[src/rtl/hazard_ctl.sv]
module hazard_ctl #(
  parameter int NREG     = 32,
  parameter int ALU_BYP  = 1,
  parameter int LOAD_BYP = 1,
  parameter int CW       = 16,
  localparam int RW      = $clog2(NREG)
) (
  input  logic          clk,
  input  logic          rst_n,
  input  logic          in_valid,
  input  logic [1:0]    in_cls,
  input  logic [RW-1:0] in_rs1,
  input  logic [RW-1:0] in_rs2,
  input  logic [RW-1:0] in_rd,
  output logic          issue,
  output logic          stall,
  output logic [1:0]    src1_sel,
  output logic [1:0]    src2_sel,
  output logic [CW-1:0] cnt_issued,
  output logic [CW-1:0] cnt_alu_fwd,
  output logic [CW-1:0] cnt_load_fwd,
  output logic [CW-1:0] cnt_stall
);

  localparam logic [1:0] C_STORE = 2'd3;
  localparam logic [1:0] C_LOAD  = 2'd2;
  localparam logic [1:0] LAT_ALU = 2'd2;
  localparam logic [1:0] LAT_LD  = 2'd3;

  logic [1:0] sb_cnt [NREG];
  logic       sb_ld  [NREG];

  // returns {wait, sel}
  function automatic logic [2:0] judge(input logic [1:0] c, input logic ld,
                                       input logic is_r0, input logic late);
    logic byp;
    byp = ld ? (LOAD_BYP != 0) : (ALU_BYP != 0);
    if (is_r0 || c == 2'd0)    return 3'b000;
    if (byp && c == 2'd1)      return {1'b0, ld ? 2'd2 : 2'd1};
    if (!byp && late && c == 2'd1) return 3'b000;
    return 3'b100;
  endfunction

  logic       use2, writes;
  logic [2:0] j1, j2;
  logic       hazard;

  assign use2   = in_cls != C_LOAD;
  assign writes = in_cls != C_STORE;
  assign j1     = judge(sb_cnt[in_rs1], sb_ld[in_rs1], in_rs1 == '0, 1'b0);
  assign j2     = judge(sb_cnt[in_rs2], sb_ld[in_rs2], in_rs2 == '0, in_cls == C_STORE);
  assign hazard = j1[2] | (use2 & j2[2]);
  assign issue  = in_valid & ~hazard;
  assign stall  = in_valid & hazard;
  assign src1_sel = issue ? j1[1:0] : 2'd0;
  assign src2_sel = (issue && use2) ? j2[1:0] : 2'd0;

  always_ff @(posedge clk) begin
    for (int r = 0; r < NREG; r++) begin
      if (!rst_n || r == 0) begin
        sb_cnt[r] <= 2'd0;
        sb_ld[r]  <= 1'b0;
      end else if (issue && writes && in_rd == RW'(r)) begin
        sb_cnt[r] <= (in_cls == C_LOAD) ? LAT_LD - 2'd1 : LAT_ALU - 2'd1;
        sb_ld[r]  <= in_cls == C_LOAD;
      end else if (sb_cnt[r] != 2'd0) begin
        sb_cnt[r] <= sb_cnt[r] - 2'd1;
      end
    end
  end

  always_ff @(posedge clk) begin
    if (!rst_n) begin
      cnt_issued   <= '0;
      cnt_alu_fwd  <= '0;
      cnt_load_fwd <= '0;
      cnt_stall    <= '0;
    end else begin
      if (issue) cnt_issued <= cnt_issued + 1'b1;
      if (stall) cnt_stall  <= cnt_stall + 1'b1;
      if (src1_sel == 2'd1 || src2_sel == 2'd1) cnt_alu_fwd  <= cnt_alu_fwd + 1'b1;
      if (src1_sel == 2'd2 || src2_sel == 2'd2) cnt_load_fwd <= cnt_load_fwd + 1'b1;
    end
  end

  assert_one_outcome_R7: assert property (@(posedge clk) disable iff (!rst_n)
    in_valid |-> $onehot({issue, stall}));
  assert_quiet_idle_R7: assert property (@(posedge clk) disable iff (!rst_n)
    !in_valid |-> !issue && !stall);
  assert_sel_idle_R9: assert property (@(posedge clk) disable iff (!rst_n)
    !issue |-> src1_sel == 2'd0 && src2_sel == 2'd0);
  assert_zero_reg_R6: assert property (@(posedge clk) disable iff (!rst_n)
    (issue && in_rs1 == '0) |-> src1_sel == 2'd0);
  assert_issue_count_R8: assert property (@(posedge clk) disable iff (!rst_n)
    issue |=> cnt_issued == $past(cnt_issued) + 1'b1);
  assert_stall_count_R7: assert property (@(posedge clk) disable iff (!rst_n)
    stall |=> cnt_stall == $past(cnt_stall) + 1'b1);
  assert_load_no_src2_R10: assert property (@(posedge clk) disable iff (!rst_n)
    (issue && in_cls == C_LOAD) |-> src2_sel == 2'd0);

  generate
    if (LOAD_BYP == 0) begin : g_nold
      assert_no_load_path_R3: assert property (@(posedge clk) disable iff (!rst_n)
        src1_sel != 2'd2 && src2_sel != 2'd2);
    end
    if (ALU_BYP == 0) begin : g_noalu
      assert_no_alu_path_R2: assert property (@(posedge clk) disable iff (!rst_n)
        src1_sel != 2'd1 && src2_sel != 2'd1);
    end
  endgenerate

endmodule

[config.mk]
export PLATFORM = sky130hd
export DESIGN_NAME = hazard_ctl
export DESIGN_NICKNAME = d
export VERILOG_FILES = /design/src/rtl/hazard_ctl.sv
export SDC_FILE = /design/constraint.sdc
export NUM_CORES = 1
export LEC_CHECK = 0
export BUFFER_PORTS_ARGS = -buffer_cell sky130_fd_sc_hd__buf_2
export CELL_PAD_IN_SITES_DETAIL_PLACEMENT = 1
export CELL_PAD_IN_SITES_GLOBAL_PLACEMENT = 1
export CORE_MARGIN = 1
export CORE_UTILIZATION = 43
export CTS_CLUSTER_DIAMETER = 120
export CTS_CLUSTER_SIZE = 8
export DETAILED_ROUTE_END_ITERATION = 16
export PLACE_DENSITY_LB_ADDON = 0.15
export SYNTH_ARGS = -nofsm -noshare
export SYNTH_HDL_FRONTEND = slang
export SYNTH_SLANG_ARGS = --single-unit
export TNS_END_PERCENT = 30
[constraint.sdc]
create_clock -name clk -period 2.85 [get_ports clk]
set_input_delay 0.4275 -clock clk [delete_from_list [all_inputs] [get_ports clk]]
set_output_delay 0.4275 -clock clk [all_outputs]
set_load 0.02 [all_outputs]
==> out/metrics.cfg <==
[sta]
min_period_ns=3.04
hold_viol=0
rsz0062_at_grt=true
setup_viol=59
drv_slew=0
clock_skew_ns=0.0165
period_share_pct=107
slew_headroom_pct=62.6
fmax_mhz=328
setup_ws_ns=-0.194
worst_pin_slew_ns=0.559

[finish]
fin_area_um2=12100
instances_no_fill=1458
nNetsFinal=1215
utilization_pct=53.6
final_common_cell=edfxtp_1
syn_to_final_growth_pct=22.5
final_cell_mix=edfxtp_1 (92), buf_4 (84), buf_2 (82)
drive_above_1_share_pct=26.9
antenna_cells=0

[global_route]
grt_pass1_wl_um=50600
overflow=0
met3_usage_pct=3.44
grt_pass1_vias=9003
grt_max_degree=69
met1_usage_pct=38.0
antenna_found_initial=0
grt_util_met2_pct=45.1
grt_usage_pct=27.8
grt_busiest_layer=met2

[worst_setup_path]
cp_data_required_time_ns=2.42
crit_type=reg -> out
cp.arrival_ns=2.62
crit_path_start_kind=flip-flop
end_kind=primary output
cp_max_fo=3

[die]
ios=90
initial_core_util_pct=43.7
core-area_um2=22600
die_x_um=154
fp.dieH_um=154
num_rows=55
dieArea_um2=23600

[synthesis]
synth_top_area_share_pct=28.0
ys_seq_area_share_pct=41.2
synth-simple-area-share_pct=19.0
synth_area_um2=9870
yosysTopAreaCell=edfxtp_1
yosys-mux-area-fraction_pct=12.3
synthTopCellsByArea=edfxtp_1 (28%), dfxtp_1 (13%), mux4_2 (5.0%), mux2i_1 (4.7%), ha_1 (4.4%)
synth_xor_area_share_pct=2.22
synth-compound-area-share_pct=13.8
syn_nets=1081
synth_top_family_by_area=simple AND/OR/NAND/NOR gates
postSynthAreaPerCell_um2=9.62
async_flop_share_pct=0
synth_seq_cells=157
synth_edf_count=92
ys_warn_count=0
synth_fa_ha_area_share_pct=4.43
synth_flop_cell=edfxtp_1
synth_cell_types=58
synthCells=1026

[clock_network]
cts_sinks=157
path_clk_slew_ns=0.08
ctsLongestPathBuffers=2
cts-root-buf=clkbuf_16
cts_buffers=17
htreeDepth=4
cts_tree=built
insertion_delay_ns=0.44

[routing]
drt_pre_antenna_iters=5
drc=0
vias=8952
final_antenna_net_count=0
wire_per_inst_um=22.2
viasPerCell=6.14
drt_iter0_markers=628
routed_wl_um=32400

[flow_run]
max-cap-violations=0

[place]
place_area_um2=11100
pre_cts_ws_ns=-0.503
place_inst=1421
globalplace.congestion=0.970
dp_hpwl_um=23600
port_buffers=89

[worst_hold_path]
hold_path.class=reg -> reg

[run_status]
outcome=complete, but fails checks
violations=setup timing

[power]
p_leak_uw=0.00481
power_density_nw_per_um2=695
vdd_drop_max_mv=0.341

==> per-layer routing <==
metal | share of wire (%) | vias to the layer above | wire length, µm
met1 | 45 | 4527 | 14400
li1 | - | 4103 | -
met2 | 48 | 273 | 15400
met4 | 2.4 | 0 | 773
met5 | 0 | - | 0
met3 | 5.5 | 49 | 1790
==> critical path, cell delays in order (launching register included) <==
cell       delay [ns]
edfxtp_1         0.48
mux4_2           0.48
mux2i_1          0.27
o221ai_2         0.19
o2111ai_2        0.13
nand4_1          0.20
buf_6            0.18
nor2_4           0.10
buf_6            0.13
==> where the power goes <==
part / internal [µW] / switching (µW) / leakage [µW]
Clock: 1170 / 1110 / 0.000286
Sequential: 3000 / 462 / 0.00151
Combinational: 1240 / 1420 / 0.00301
==> through the flow <==
step / hold slack (ns) / TNS, ns / power, µW
after global routing: 0.510 / -13.01 / 8840
after floorplan: 0.439 / -0.0691 / 4950
after detailed placement: 0.472 / -71.58 / 6000
after global placement: 0.459 / -48.09 / 5890
final: 0.485 / -5.12 / 8410
after CTS: 0.439 / -2.17 / 8340
==> worst paths after layout <==
kind | start | end | cells after the start | slack (ns)
setup / recovery | sb_cnt[19][1] | src1_sel[0] | 8 | -0.19
hold / removal | cnt_stall[15] | cnt_stall[15] | 2 | 0.48
hold reg to reg | cnt_stall[15] | cnt_stall[15] | 2 | 0.48
setup reg to reg | sb_cnt[19][1] | cnt_load_fwd[12] | 10 | -0.19
==> synthesized netlist by cell type, types with 15 or more instances <==
library cell / n
nand4_1: 16
nor3_1: 19
edfxtp_1: 92
nor2_1: 81
mux4_2: 22
o32ai_1: 31
clkbuf_1: 46
inv_1: 75
xor2_1: 15
nand2_1: 69
mux2i_1: 46
o21ai_0: 67
o211ai_1: 18
and3_1: 20
o31ai_1: 20
a21oi_1: 41
or3_1: 39
nand3_1: 63
ha_1: 35
dfxtp_1: 65
==> flip-flops by register name (all words and copies together) (netlist names) <==
| register | flops |
|---|---|
| cnt_alu_fwd | 16 |
| cnt_issued | 16 |
| cnt_load_fwd | 16 |
| sb_cnt | 62 |
| sb_ld | 31 |
| cnt_stall | 16 |
==> kinds of logic (layout without fill, tap and decap cells) <==
| family | Yosys count | after routing |
|---|---|---|
| buffers and inverters | 150 | 297 |
| xor gates and xnor gates | 25 | 25 |
| AOI/OAI and AO/OA | 208 | 208 |
| and+or+nand+nor | 368 | 368 |
| muxes | 83 | 83 |
| DFF | 157 | 157 |
| adders and majority gates | 35 | 35 |
==> cell type report <==
| cell class | count | area [µm²] |
|---|---|---|
| well taps | 285 | 357 |
| fillers | 2559 | 10500 |
| multi-input cells | 719 | 5370 |
| inverters | 76 | 287 |
| clock inverters | 14 | 145 |
| flip-flops and latches | 157 | 4060 |
| clock buffers | 18 | 429 |
| repair buffers | 189 | 1440 |
==> timing repair <==
| action | in CTS | in global routing |
|---|---|---|
| pin swaps | 19 | 13 |
| gates cloned | 0 | 3 |
| hold endpoints to repair | 0 | 0 |
| gates resized for setup | 30 | 83 |
| setup endpoints to repair | 99 | 167 |
| setup buffers | 1 | 1 |
| hold buffers | 0 | 0 |
(Power assumes the default switching activity.)
